$ cat config.mk
export PLATFORM = sky130hd
export DESIGN_NAME = multi_debouncer
export DESIGN_NICKNAME = d
export VERILOG_FILES = /design/src/rtl/deb_pkg.sv /design/src/rtl/deb_tick_gen.sv /design/src/rtl/deb_channel.sv /design/src/rtl/deb_regs.sv /design/src/rtl/multi_debouncer.sv
export SDC_FILE = /design/constraint.sdc
export NUM_CORES = 1
export LEC_CHECK = 0
export BUFFER_PORTS_ARGS = -buffer_cell sky130_fd_sc_hd__clkbuf_2
export CAP_MARGIN = 20
export CORE_UTILIZATION = 40
export CTS_CLUSTER_SIZE = 14
export DETAILED_ROUTE_END_ITERATION = 6
export PLACE_DENSITY = 0.53
export SLEW_MARGIN = 20
export SYNTH_ARGS = -nofsm -noshare
export SYNTH_HDL_FRONTEND = slang
export SYNTH_SLANG_ARGS = --single-unit
$ cat constraint.sdc
create_clock -name clk -period 2.7 [get_ports clk]
set_clock_uncertainty 0.05 [all_clocks]
set_input_delay 0.27 -clock clk [delete_from_list [all_inputs] [get_ports clk]]
set_output_delay 0.27 -clock clk [all_outputs]
set_load 0.02 [all_outputs]
$ cat src/rtl/deb_pkg.sv
package deb_pkg;
  localparam int DB_W   = 12;
  localparam int DB_MAX = 4000;
  localparam int ADDR_W = 4;
  localparam int DATA_W = 16;

  localparam logic [ADDR_W-1:0] A_EN    = 4'd8;
  localparam logic [ADDR_W-1:0] A_TRIG  = 4'd9;
  localparam logic [ADDR_W-1:0] A_MASK  = 4'd10;
  localparam logic [ADDR_W-1:0] A_STAT  = 4'd11;
  localparam logic [ADDR_W-1:0] A_LEVEL = 4'd12;

  // Bring a written debounce length into the legal 1..DB_MAX window.
  function automatic logic [DB_W-1:0] f_clamp(input logic [DB_W-1:0] v);
    if (v == '0) return DB_W'(1);
    if (v > DB_W'(DB_MAX)) return DB_W'(DB_MAX);
    return v;
  endfunction

  // An accepted change is an event when it reaches the selected level.
  function automatic logic f_is_event(input logic new_lvl, input logic trig_hi);
    return new_lvl == trig_hi;
  endfunction
endpackage

$ cat src/rtl/deb_tick_gen.sv
module deb_tick_gen #(
  parameter int DIV = 32
) (
  input  logic clk,
  input  logic rst_n,
  output logic tick
);
  localparam int CW = (DIV > 1) ? $clog2(DIV) : 1;

  logic [CW-1:0] cnt_q;
  logic          wrap;

  assign wrap = (cnt_q == CW'(DIV - 1));

  always_ff @(posedge clk or negedge rst_n) begin
    if (!rst_n)    cnt_q <= '0;
    else if (wrap) cnt_q <= '0;
    else           cnt_q <= cnt_q + 1'b1;
  end

  assign tick = wrap;
endmodule

$ cat src/rtl/deb_channel.sv
module deb_channel
  import deb_pkg::*;
(
  input  logic            clk,
  input  logic            rst_n,
  input  logic            raw,
  input  logic            en,
  input  logic            tick,
  input  logic [DB_W-1:0] limit,
  output logic            sync_lvl,
  output logic            acc_lvl,
  output logic            busy,
  output logic            accept
);
  logic [1:0]      sff_q;
  logic [DB_W-1:0] cnt_q;
  logic            acc_q;
  logic            differs;

  always_ff @(posedge clk or negedge rst_n) begin
    if (!rst_n) sff_q <= '0;
    else        sff_q <= {sff_q[0], raw};
  end

  assign sync_lvl = sff_q[1];
  assign differs  = sync_lvl ^ acc_q;
  assign accept   = en && differs && tick && (cnt_q == limit);

  always_ff @(posedge clk or negedge rst_n) begin
    if (!rst_n) begin
      cnt_q <= '0;
      acc_q <= 1'b0;
    end else if (!en) begin
      cnt_q <= '0;
      acc_q <= sync_lvl;
    end else if (!differs) begin
      cnt_q <= '0;
    end else if (tick) begin
      if (cnt_q == limit) begin
        acc_q <= sync_lvl;
        cnt_q <= '0;
      end else begin
        cnt_q <= cnt_q + 1'b1;
      end
    end
  end

  assign acc_lvl = acc_q;
  assign busy    = (cnt_q != '0);
endmodule

$ cat src/rtl/deb_regs.sv
module deb_regs
  import deb_pkg::*;
#(
  parameter int N_CH = 8
) (
  input  logic                       clk,
  input  logic                       rst_n,
  input  logic                       wr_en,
  input  logic [ADDR_W-1:0]          wr_addr,
  input  logic [DATA_W-1:0]          wr_data,
  input  logic [ADDR_W-1:0]          rd_addr,
  output logic [DATA_W-1:0]          rd_data,
  input  logic [N_CH-1:0]            fire,
  input  logic [N_CH-1:0]            acc_vec,
  output logic [N_CH-1:0][DB_W-1:0]  lim,
  output logic [N_CH-1:0]            en,
  output logic [N_CH-1:0]            trig,
  output logic [N_CH-1:0]            mask,
  output logic [N_CH-1:0]            status
);
  logic [N_CH-1:0] w1c;

  assign w1c = (wr_en && wr_addr == A_STAT) ? wr_data[N_CH-1:0] : '0;

  always_ff @(posedge clk or negedge rst_n) begin
    if (!rst_n) begin
      for (int i = 0; i < N_CH; i++) lim[i] <= DB_W'(1);
      en     <= '0;
      trig   <= '0;
      mask   <= '0;
      status <= '0;
    end else begin
      for (int i = 0; i < N_CH; i++)
        if (wr_en && wr_addr == ADDR_W'(i)) lim[i] <= f_clamp(wr_data[DB_W-1:0]);
      if (wr_en && wr_addr == A_EN)   en   <= wr_data[N_CH-1:0];
      if (wr_en && wr_addr == A_TRIG) trig <= wr_data[N_CH-1:0];
      if (wr_en && wr_addr == A_MASK) mask <= wr_data[N_CH-1:0];
      status <= (status & ~w1c) | fire;
    end
  end

  always_comb begin
    rd_data = '0;
    for (int i = 0; i < N_CH; i++)
      if (rd_addr == ADDR_W'(i)) rd_data = DATA_W'(lim[i]);
    case (rd_addr)
      A_EN:    rd_data = DATA_W'(en);
      A_TRIG:  rd_data = DATA_W'(trig);
      A_MASK:  rd_data = DATA_W'(mask);
      A_STAT:  rd_data = DATA_W'(status);
      A_LEVEL: rd_data = DATA_W'(acc_vec);
      default: ;
    endcase
  end
endmodule

$ cat src/rtl/multi_debouncer.sv
module multi_debouncer
  import deb_pkg::*;
#(
  parameter int N_CH     = 8,
  parameter int TICK_DIV = 32
) (
  input  logic              clk,
  input  logic              rst_n,
  input  logic [N_CH-1:0]   din,
  input  logic              wr_en,
  input  logic [3:0]        wr_addr,
  input  logic [15:0]       wr_data,
  input  logic [3:0]        rd_addr,
  output logic [15:0]       rd_data,
  output logic              ms_tick,
  output logic              cnt_clk_en,
  output logic              irq
);
  logic [N_CH-1:0][DB_W-1:0] lim_q;
  logic [N_CH-1:0] en_q, trig_q, mask_q, status_q;
  logic [N_CH-1:0] sync_vec, acc_vec, busy_vec, accept_vec, fire_vec;

  deb_tick_gen #(.DIV(TICK_DIV)) u_tick (
    .clk  (clk),
    .rst_n(rst_n),
    .tick (ms_tick)
  );

  for (genvar i = 0; i < N_CH; i++) begin : g_ch
    deb_channel u_ch (
      .clk     (clk),
      .rst_n   (rst_n),
      .raw     (din[i]),
      .en      (en_q[i]),
      .tick    (ms_tick),
      .limit   (lim_q[i]),
      .sync_lvl(sync_vec[i]),
      .acc_lvl (acc_vec[i]),
      .busy    (busy_vec[i]),
      .accept  (accept_vec[i])
    );
    assign fire_vec[i] = accept_vec[i] && f_is_event(sync_vec[i], trig_q[i]);
  end

  deb_regs #(.N_CH(N_CH)) u_regs (
    .clk    (clk),
    .rst_n  (rst_n),
    .wr_en  (wr_en),
    .wr_addr(wr_addr),
    .wr_data(wr_data),
    .rd_addr(rd_addr),
    .rd_data(rd_data),
    .fire   (fire_vec),
    .acc_vec(acc_vec),
    .lim    (lim_q),
    .en     (en_q),
    .trig   (trig_q),
    .mask   (mask_q),
    .status (status_q)
  );

  assign cnt_clk_en = (|(en_q & (sync_vec ^ acc_vec))) | (|busy_vec);
  assign irq        = |(status_q & ~mask_q);
endmodule

* After elaboration in Yosys (flattened, before gate mapping) *
Index checks and enable logic that the tools add are counted.

storage, ports and cells
  flip-flop bits (word level) = 253
  input bits = 35
  output and inout port bits = 19
  logic and storage cells = 320

cells by class
  $add $sub $neg = 9
  $lt $le $gt $ge = 1
  equal/unequal tests = 72
  multiplexer cells = 119
  bitwise gates (word level) = 16
  reduce and logical (&&, ||, !) cells = 66

operators with widths
  cell                     count
  $mux W12                 58
  $add A12 B1 Y12 const B  8
  $eq A12 B12 Y1           8
  $reduce_bool A12 Y1      8
  $pmux W12 S5             1
  $mux W1                  58
  $ne A2 B2 Y1 const B     24
  $logic_and A1 B1 Y1      44
  $eq A4 B4 Y1 const B     9
  $eq A4 B3 Y1 const B     8
  $and A8 B8 Y8            3
  $ne A3 B3 Y1 const B     8
  $reduce_and A3 Y1        8
  $reduce_or A8 Y1         3
  $eq A4 B2 Y1 const B     4
  $not A8 Y8               2
  $gt A12 B12 Y1 const B   1
  $logic_not A12 Y1        1
  $eq A1 B1 Y1             8
  $eq A4 B1 Y1 const B     2
  $logic_not A4 Y1         2
  $mux W8                  1
  $or A8 B8 Y8             1
  $xor A1 B1 Y1            8
  5 further kinds          5

* Depth between registers and ports, before layout *
Gate-level depths: netlist of the first run.

  depth in word-level cells = 10
  depth in mapped cells = 10
  depth with buffers taken out = 7

* Modules after synthesis *
From an unflattened synthesis of the first run, not the netlist that was laid out.

unflattened totals
  cell total of the unflattened synthesis = 1581
  area total of the unflattened synthesis = 15245.9 µm²

by module, submodules not included
  module                          instances  cells each  area an instance (µm²)  seq. area each (µm²)
  deb_channel (g_ch[0].u_ch ...)  7          122         1033.5                  375.4
  deb_regs                        1          547         6436.2                  3213.1
  deb_channel (g_ch[2].u_ch)      1          120         1053.5                  375.4
  multi_debouncer                 1          45          312.8                   0.0
  deb_tick_gen                    1          15          209.0                   125.1

* Worst setup path after synthesis of the first run *
Ideal clock, no wire load.

  kind = flip-flop to flip-flop
  start point = reg u_tick.cnt_q[0]
  end point = reg g_ch[3].u_ch.acc_q
  arrival = 2137 ps
  setup slack = 386 ps
  cell stages (with the launch flop) = 10
  buffers on the path = 3
  cells stage by stage = dfrtp_1 -> ha_1 -> and3_1 -> ha_1 -> buf_2 -> inv_1 -> buf_2 -> clkbuf_1 -> o21ai_1 -> mux2_1

on the way
  longest elaborated chain between the ends = 3

RTL lines
  item                                line                   text
  start: declaration                  deb_tick_gen.sv:10     logic [CW-1:0] cnt_q;
  start signal: assignment            deb_tick_gen.sv:18     else cnt_q <= cnt_q + 1'b1;
  $eq A5 B5 Y1                        deb_tick_gen.sv:13     assign wrap = (cnt_q == CW'(DIV - 1));
  net ms_tick                         multi_debouncer.sv:15  output logic ms_tick,
  $ne A2 B2 Y1 (no source line)       -
  $reduce_and A3 Y1 (no source line)  -
  end signal: assignment              deb_channel.sv:35      acc_q <= sync_lvl;
  end signal: assignment              deb_channel.sv:40      acc_q <= sync_lvl;
  end: declaration                    deb_channel.sv:17      logic acc_q;

The timed path passes the listed nets, and every way through them passes these cells.
A chain may end at the register's enable or synchronous reset.

* Final worst setup path of the first run *
  start point = reg g_ch[0].u_ch.cnt_q[0]
  end point = out cnt_clk_en

on the way
  longest elaborated chain between the ends = 3

RTL lines
  item                      line                   text
  start: declaration        deb_channel.sv:16      logic [DB_W-1:0] cnt_q;
  start signal: assignment  deb_channel.sv:43      cnt_q <= cnt_q + 1'b1;
  $reduce_bool A12 Y1       deb_channel.sv:49      assign busy = (cnt_q != '0);
  $reduce_or A8 Y1          multi_debouncer.sv:62  assign cnt_clk_en = (|(en_q & (sync_vec ^ acc_vec))) | (|busy_vec);
  $or A1 B1 Y1              multi_debouncer.sv:62
  end: declaration          multi_debouncer.sv:16  output logic cnt_clk_en,

Every way passes these cells.

==> results of run 1 <==
worst max-delay path: stages, from the launching register on:
cell     delay, ns
dfrtp_2       0.41
inv_1         0.11
ha_4          0.15
nand2_4       0.06
nor3_2        0.16
nand4_1       0.23
nor4_2        0.33
nand2_2       0.15
buf_8         0.16
timing repair:
action,CTS,global route
pin swaps,7,8
hold buffers,12,0
buffers inserted,1,8
resized for setup,22,25
setup endpoints to repair,1,1
hold endpoints to repair,72,0
cloned,0,0
cell type report:
cell class	count	area (um^2)	area share
tap	461	577	0.0339
inverter	27	104	0.00611
timing repair buffer	139	1040	0.0614
sequential	253	6360	0.374
clock buffer	43	871	0.0512
multi-input combinational	1178	7860	0.462
clock inverter	12	185	0.0109
layer usage:
layer | routed length (um) | vias to the layer above | GRT usage
met5 | 9 | - | 0
met3 | 3320 | 69 | 0.0438
li1 | - | 5745 | -
met1 | 21300 | 5972 | 0.360
met2 | 20500 | 381 | 0.375
met4 | 1090 | 2 | 0.0634
cells in the mapped netlist (10+ instances only):
master    number
a21oi_1       64
a31oi_1       47
and3_1        21
buf_2         46
clkbuf_1      48
dfrtp_1      245
ha_1          18
inv_1         27
mux2_2        66
mux2i_1       20
mux4_2        11
nand2_1      235
nand2b_1      13
nand3_1       94
nand4_1       24
nand4b_1      14
nor2_1        79
nor2b_1       25
nor3_1        32
nor4_1        46
nor4_2        10
o21ai_0       86
xnor2_1       21
xor2_1       102
how the worst max path moves through the flow:
| stage | end | slack (ns) | start | depth (start not counted) |
|---|---|---|---|---|
| finish | cnt_clk_en | 0.06 | g_ch[0].u_ch.cnt_q[0] | 8 |
| global route | cnt_clk_en | -0.03 | g_ch[0].u_ch.cnt_q[0] | 8 |
| CTS | cnt_clk_en | -0.01 | g_ch[3].u_ch.cnt_q[3] | 6 |
| detailed placement | rd_data[10] | 0.31 | rd_addr[0] | 6 |
| global placement | rd_data[10] | 0.30 | rd_addr[0] | 6 |
| floorplan | g_ch[3].u_ch.acc_lvl | 0.39 | u_tick.cnt_q[0] | 9 |
registers in the layout (all words and copies together) (netlist names), 8 cells and up:
register / flops
u_regs.en: 8
g_ch.u_ch.acc_lvl: 8
u_regs.lim: 96
g_ch.u_ch.sff_q: 16
u_regs.trig: 8
u_regs.status: 8
u_regs.mask: 8
g_ch.u_ch.cnt_q: 96
power by group through the flow:
stage / Combinational [mW] / Clock, mW / Sequential, mW
finish: 2.02 / 4.34 / 4.85
global route: 2.21 / 4.58 / 4.89
CTS: 2.00 / 4.43 / 4.83
detailed placement: 1.96 / 0 / 4.90
global placement: 1.93 / 0 / 4.89
floorplan: 1.37 / 0 / 4.64
cells by family after synthesis:
| group | synth area share |
|---|---|
| flops | 0.434 |
| compound gates | 0.118 |
| other cells | 0.000256 |
| fa+ha+maj | 0.0154 |
| buf+inv | 0.0425 |
| simple gates | 0.233 |
| xor+xnor | 0.0737 |
| mux | 0.0845 |
==> impl_results.md, run 1 <==
* Vias at about 12000
* Mapped Avg Cell Area at slightly above 9 um^2
* FF-to-FF path depth at 6
* FP Rows at ~70
* Clock Power Share at 0.387
* Post-synth top area share at 0.419
* DP Area at between 15000 and 20000 um^2
* # IOs at between 50 and 60
* Seq/Total Area, Yosys at 0.434
* Unrepaired setup endpoints after global routing: yes
* Int Pwr at roughly 8 mW
* Die X-Extent at 193 um
* Place WS at 0.306 ns
* Post-Route WL at approximately 46 mm
* Placed cells at 2037
* Iter 0 DRT Violations at roughly 1200
* GRT Util Overall at 0.246
* Final Max Tran Viols at 0
* P&R area growth vs syn at 16.2%
* Yosys warnings at 0
* Worst Setup End Kind: output port
* Initial antenna violation count at 1
* TritonCTS clock tree: built
* First-pass GRT wire length at roughly 70 mm
* RR Startpoint: g_ch[1].u_ch.cnt_q[1]
* Synth Cell Area at roughly 15000 um^2
* Sw frac at 0.300
* Final net count at ~1700
* Part of the power in combinational logic at 0.180
* WHS Path Cells at 2
* Max Clock Freq at between 300 and 400 MHz
* Fillcell total at roughly 3400
* Clock sinks at between 200 and 300
* Clk Latency, worst-skew pair at 0.56 ns
* Setup violators final at 0
* Sequential share of power at 0.432
* Share of layout cells above drive strength 1 at 0.195
* Most frequent cells in the layout: nand2_1 (233), dfrtp_1 (232), xor2_1 (102), nand3_1 (94), o21ai_0 (86)
* Worst vdd ir at a little under 0.6 mV
* Fin util at 0.475
* Number of CTS-inserted buffers at 30
* Leak at 7.23 nW
* Number of global-route vias before repair at around 11000
* DPL Wire Length at ~34 mm
* Hold slack at around 0.039 ns
* Wire per inst at ~22 um
* CP max FO at 3
* Pre-antenna DRT Iters at 6
* Initial Util at 0.409
* Final worst path period need at about 2.6 ns
* Core outline area at approximately 36000 um^2
* WHS Endpoint: u_regs.mask[2]
* Root Buffer: clkbuf_16
* Worst Max-Slew Pin Slew at 1.07 ns
* Async set-or-reset flop fraction in the synthesized netlist at 1.00
* Worst hold path type: input port to flip-flop
* GRT Residual Overflow at 0
* CTS HTree Levels at 1
* Final non-filler cell total at 2113
* P_sw at 3.36 mW
* Netlist cell types at 76
* Cells after Synth at approximately 1600
* Main area contributors after synthesis: dfrtp_1 (42%), xor2_1 (6.1%), nand2_1 (6.0%)
* Startpoint types: flip-flop
* DRC Markers at 0
* Required @ worst endpoint at 2.38 ns
* Power Density at about 660 nW/um^2
* Outcome: completed
* Reg2Reg Capture Point: u_regs.status[1]
* Maxcap violations at 0
* Final-report hold violation count at 0
* Final setup TNS at 0 ns
* Clock tree buffer depth at 3
* Gpl congestion at ~0.87
* DIE AREA at ~37000 um^2
* Post-synth EDFFs at 0
* Reg clk slew, reported paths at ~0.06 ns
* Post-synth top area cell: dfrtp_1
* Final instance area at between 15000 and 20000 um^2
* Largest net degree at the start of global routing at between 80 and 90
* Power, Total at ~11 mW
* Critical path class: flip-flop to output port
* Inserted Diodes at 0
* Final worst slack at roughly 0.065 ns
* Die span in y at around 190 um
* Register bit total from synthesis at about 250
* Hold Path Origin: wr_data[2]
* Main synth FF type: dfrtp_1
* IO Port Bufs at between 40 and 50
* Worst EP arrival at between 2 and 2.5 ns
* Post-route clock period utilization at 0.976
* Most common cell after layout, fill and taps aside: nand2_1
* Reg2reg setup slack at about 0.4 ns
* Via density per instance at about 5.8
* Slew Limit Headroom at 0.289
* Detail Route Antenna Nets at 0
(Power assumes the default switching activity.)
==> inputs of run 2 (changes only) <==
--- a/config.mk
+++ b/config.mk
@@ -5,12 +5,12 @@
 export SDC_FILE = /design/constraint.sdc
 export NUM_CORES = 1
 export LEC_CHECK = 0
-export BUFFER_PORTS_ARGS = -buffer_cell sky130_fd_sc_hd__clkbuf_2
 export CAP_MARGIN = 20
 export CORE_UTILIZATION = 40
 export CTS_CLUSTER_SIZE = 14
 export DETAILED_ROUTE_END_ITERATION = 6
-export PLACE_DENSITY = 0.53
+export DONT_BUFFER_PORTS = 1
+export PLACE_DENSITY = 0.51
 export SLEW_MARGIN = 20
 export SYNTH_ARGS = -nofsm -noshare
 export SYNTH_HDL_FRONTEND = slang
==> impl_results.md, run 2 (synthesis gave the netlist of run 1 again) <==
* Vias at ~12000
* Detail Route Antenna Nets at 0
* Fillcell total at 3460
* Max Clock Freq at 375 MHz
* Post-CTS Hold Buffers at 23
* # IOs at 54
* Reg clk slew, reported paths at about 0.060 ns
* Reg2Reg Capture Point: g_ch[5].u_ch.acc_lvl
* RR Startpoint: u_regs.lim[60]
* Worst Setup End Kind: output port
* Share of layout cells above drive strength 1 at 0.145
* Clk Latency, worst-skew pair at roughly 0.57 ns
* Required @ worst endpoint at roughly 2.4 ns
* Hold slack at -0.649 ns
* CP max FO at 7
* IO Port Bufs at 0
* Final-report hold violation count at about 250
* Number of global-route vias before repair at 11397
* Pre-antenna DRT Iters at 7
* Post-CTS setup buffer count at 0
* Post-Route WL at about 46 mm
* Core outline area at 35700 um^2
* Largest net degree at the start of global routing at 254
* Most frequent cells in the layout: dfrtp_1 (243), nand2_1 (234), xor2_1 (102), nand3_1 (94), o21ai_0 (85)
* DP Area at approximately 15000 um^2
* FF-to-FF path depth at 5
* Initial antenna violation count at 1
* Iter 0 DRT Violations at 1009
* Reg2reg setup slack at ~0.46 ns
* P&R area growth vs syn at 12.7%
* Final Max Tran Viols at 0
* Post-route clock period utilization at 0.987
* Slew Limit Headroom at 0.486
* Gpl congestion at ~0.86
* Number of CTS-inserted buffers at 31
* Failing checks: design-rule violations, negative hold slack
* CP Capture Point: cnt_clk_en
* Largest regs: g_ch.u_ch.cnt_q x96, u_regs.lim x96, g_ch.u_ch.sff_q x16
* Worst Max-Slew Pin Slew at roughly 0.77 ns
* Outcome: finished with violations
* Final instance area at 16500 um^2
* Worst vdd ir at 0.560 mV
* Critical path class: flip-flop to output port
* Startpoint types: flip-flop
* Die span in y at between 150 and 200 um
* Crit. Startpoint: g_ch[3].u_ch.cnt_q[5]
* Initial Util at 0.409
* Setup violators final at 0
* Wire per inst at roughly 23 um
* FP Rows at between 60 and 70
* DRC Markers at 3
* Maxcap violations at 0
* Unrepaired setup endpoints after global routing: yes
* Worst hold path type: input port to async pin
* Final worst path period need at 2.66 ns
* DIE AREA at ~37000 um^2
* DPL Wire Length at ~32 mm
* GRT Residual Overflow at 0
* CTS HTree Levels at 1
* Most common cell after layout, fill and taps aside: dfrtp_1
* Leak at 6.89 nW
* Final net count at 1618
* Multi-input gate area at between 7000 and 8000 um^2
* Via density per instance at about 5.8
* Clock sinks at ~250
* First-pass GRT wire length at ~71 mm
* Clock tree buffer depth at 3
* FF/Latch Area at between 6000 and 7000 um^2
* Root Buffer: clkbuf_16
* GRT Util Overall at 0.249
* Die X-Extent at slightly below 200 um
* Worst EP arrival at 2.34 ns
* Power Density at around 670 nW/um^2
* Inserted Diodes at 0
* TritonCTS clock tree: built
run 2: cell types whose count changed in the layout (fill, tap and decap cells not counted), moves of 11 or more:
| cell | previous run | this run |
|---|---|---|
| clkbuf_2 | 42 | 0 |
| dfrtp_1 | 232 | 243 |
| buf_4 | 77 | 49 |
| dlygate4sd3_1 | 12 | 23 |
| dfrtp_2 | 13 | 2 |
run 2: layout make-up:
type                       count  area share
clock inverter                14     0.00949
multi-input combinational   1178       0.471
sequential                   253       0.385
timing repair buffer          74      0.0387
tap                          461      0.0350
clock buffer                  43      0.0547
inverter                      27     0.00630
run 2: how the worst min path moves through the flow:
stage / start / to / slack [ns]
floorplan: rst_n / g_ch[0].u_ch.acc_lvl / -0.08
global placement: rst_n / u_tick.cnt_q[2] / -0.06
detailed placement: rst_n / u_tick.cnt_q[3] / -0.06
CTS: rst_n / u_tick.cnt_q[3] / -0.66
global route: rst_n / u_tick.cnt_q[0] / -0.68
finish: rst_n / u_tick.cnt_q[3] / -0.65
run 2: through the flow:
stage	instances	power, mW	setup slack [ns]	TNS, ns	util
finish	2050	11.0	0.0364	0	0.461
global route	2050	11.4	-0.0703	-0.0703	0.461
CTS	2050	11.0	0.00522	0	0.460
detailed placement	1970	6.64	0.421	0	0.423
global placement	1970	6.61	0.344	0	0.423
floorplan	1568	6.02	0.386	0	-
run 2: repair_timing:
action | 4_1_cts | 5_1_grt
endpoints found under the setup margin | 1 | 2
endpoints found under the hold margin | 334 | 253
gates resized for setup | 9 | 7
pin swaps | 3 | 3
run 2: metal layers:
metal | GRT usage | vias up | wire length, um
met5 | 0 | - | 13
met4 | 0.0661 | 2 | 1140
met3 | 0.0565 | 68 | 2970
met2 | 0.371 | 334 | 20200
met1 | 0.361 | 5882 | 21800
li1 | - | 5617 | -
run 2: critical path: stages (launching register included):
cell and delay (ns):
dfrtp_1 0.49, nor4_4 0.35, buf_4 0.18, nand4_1 0.21, nor4_2 0.35, nand2_2 0.20
run 2: report_power, final:
part	internal, mW	switching (mW)	total (mW)
clock network	2.60	1.71	4.31
logic	0.832	1.00	1.83
registers	4.27	0.558	4.83
total	7.70	3.27	11.0
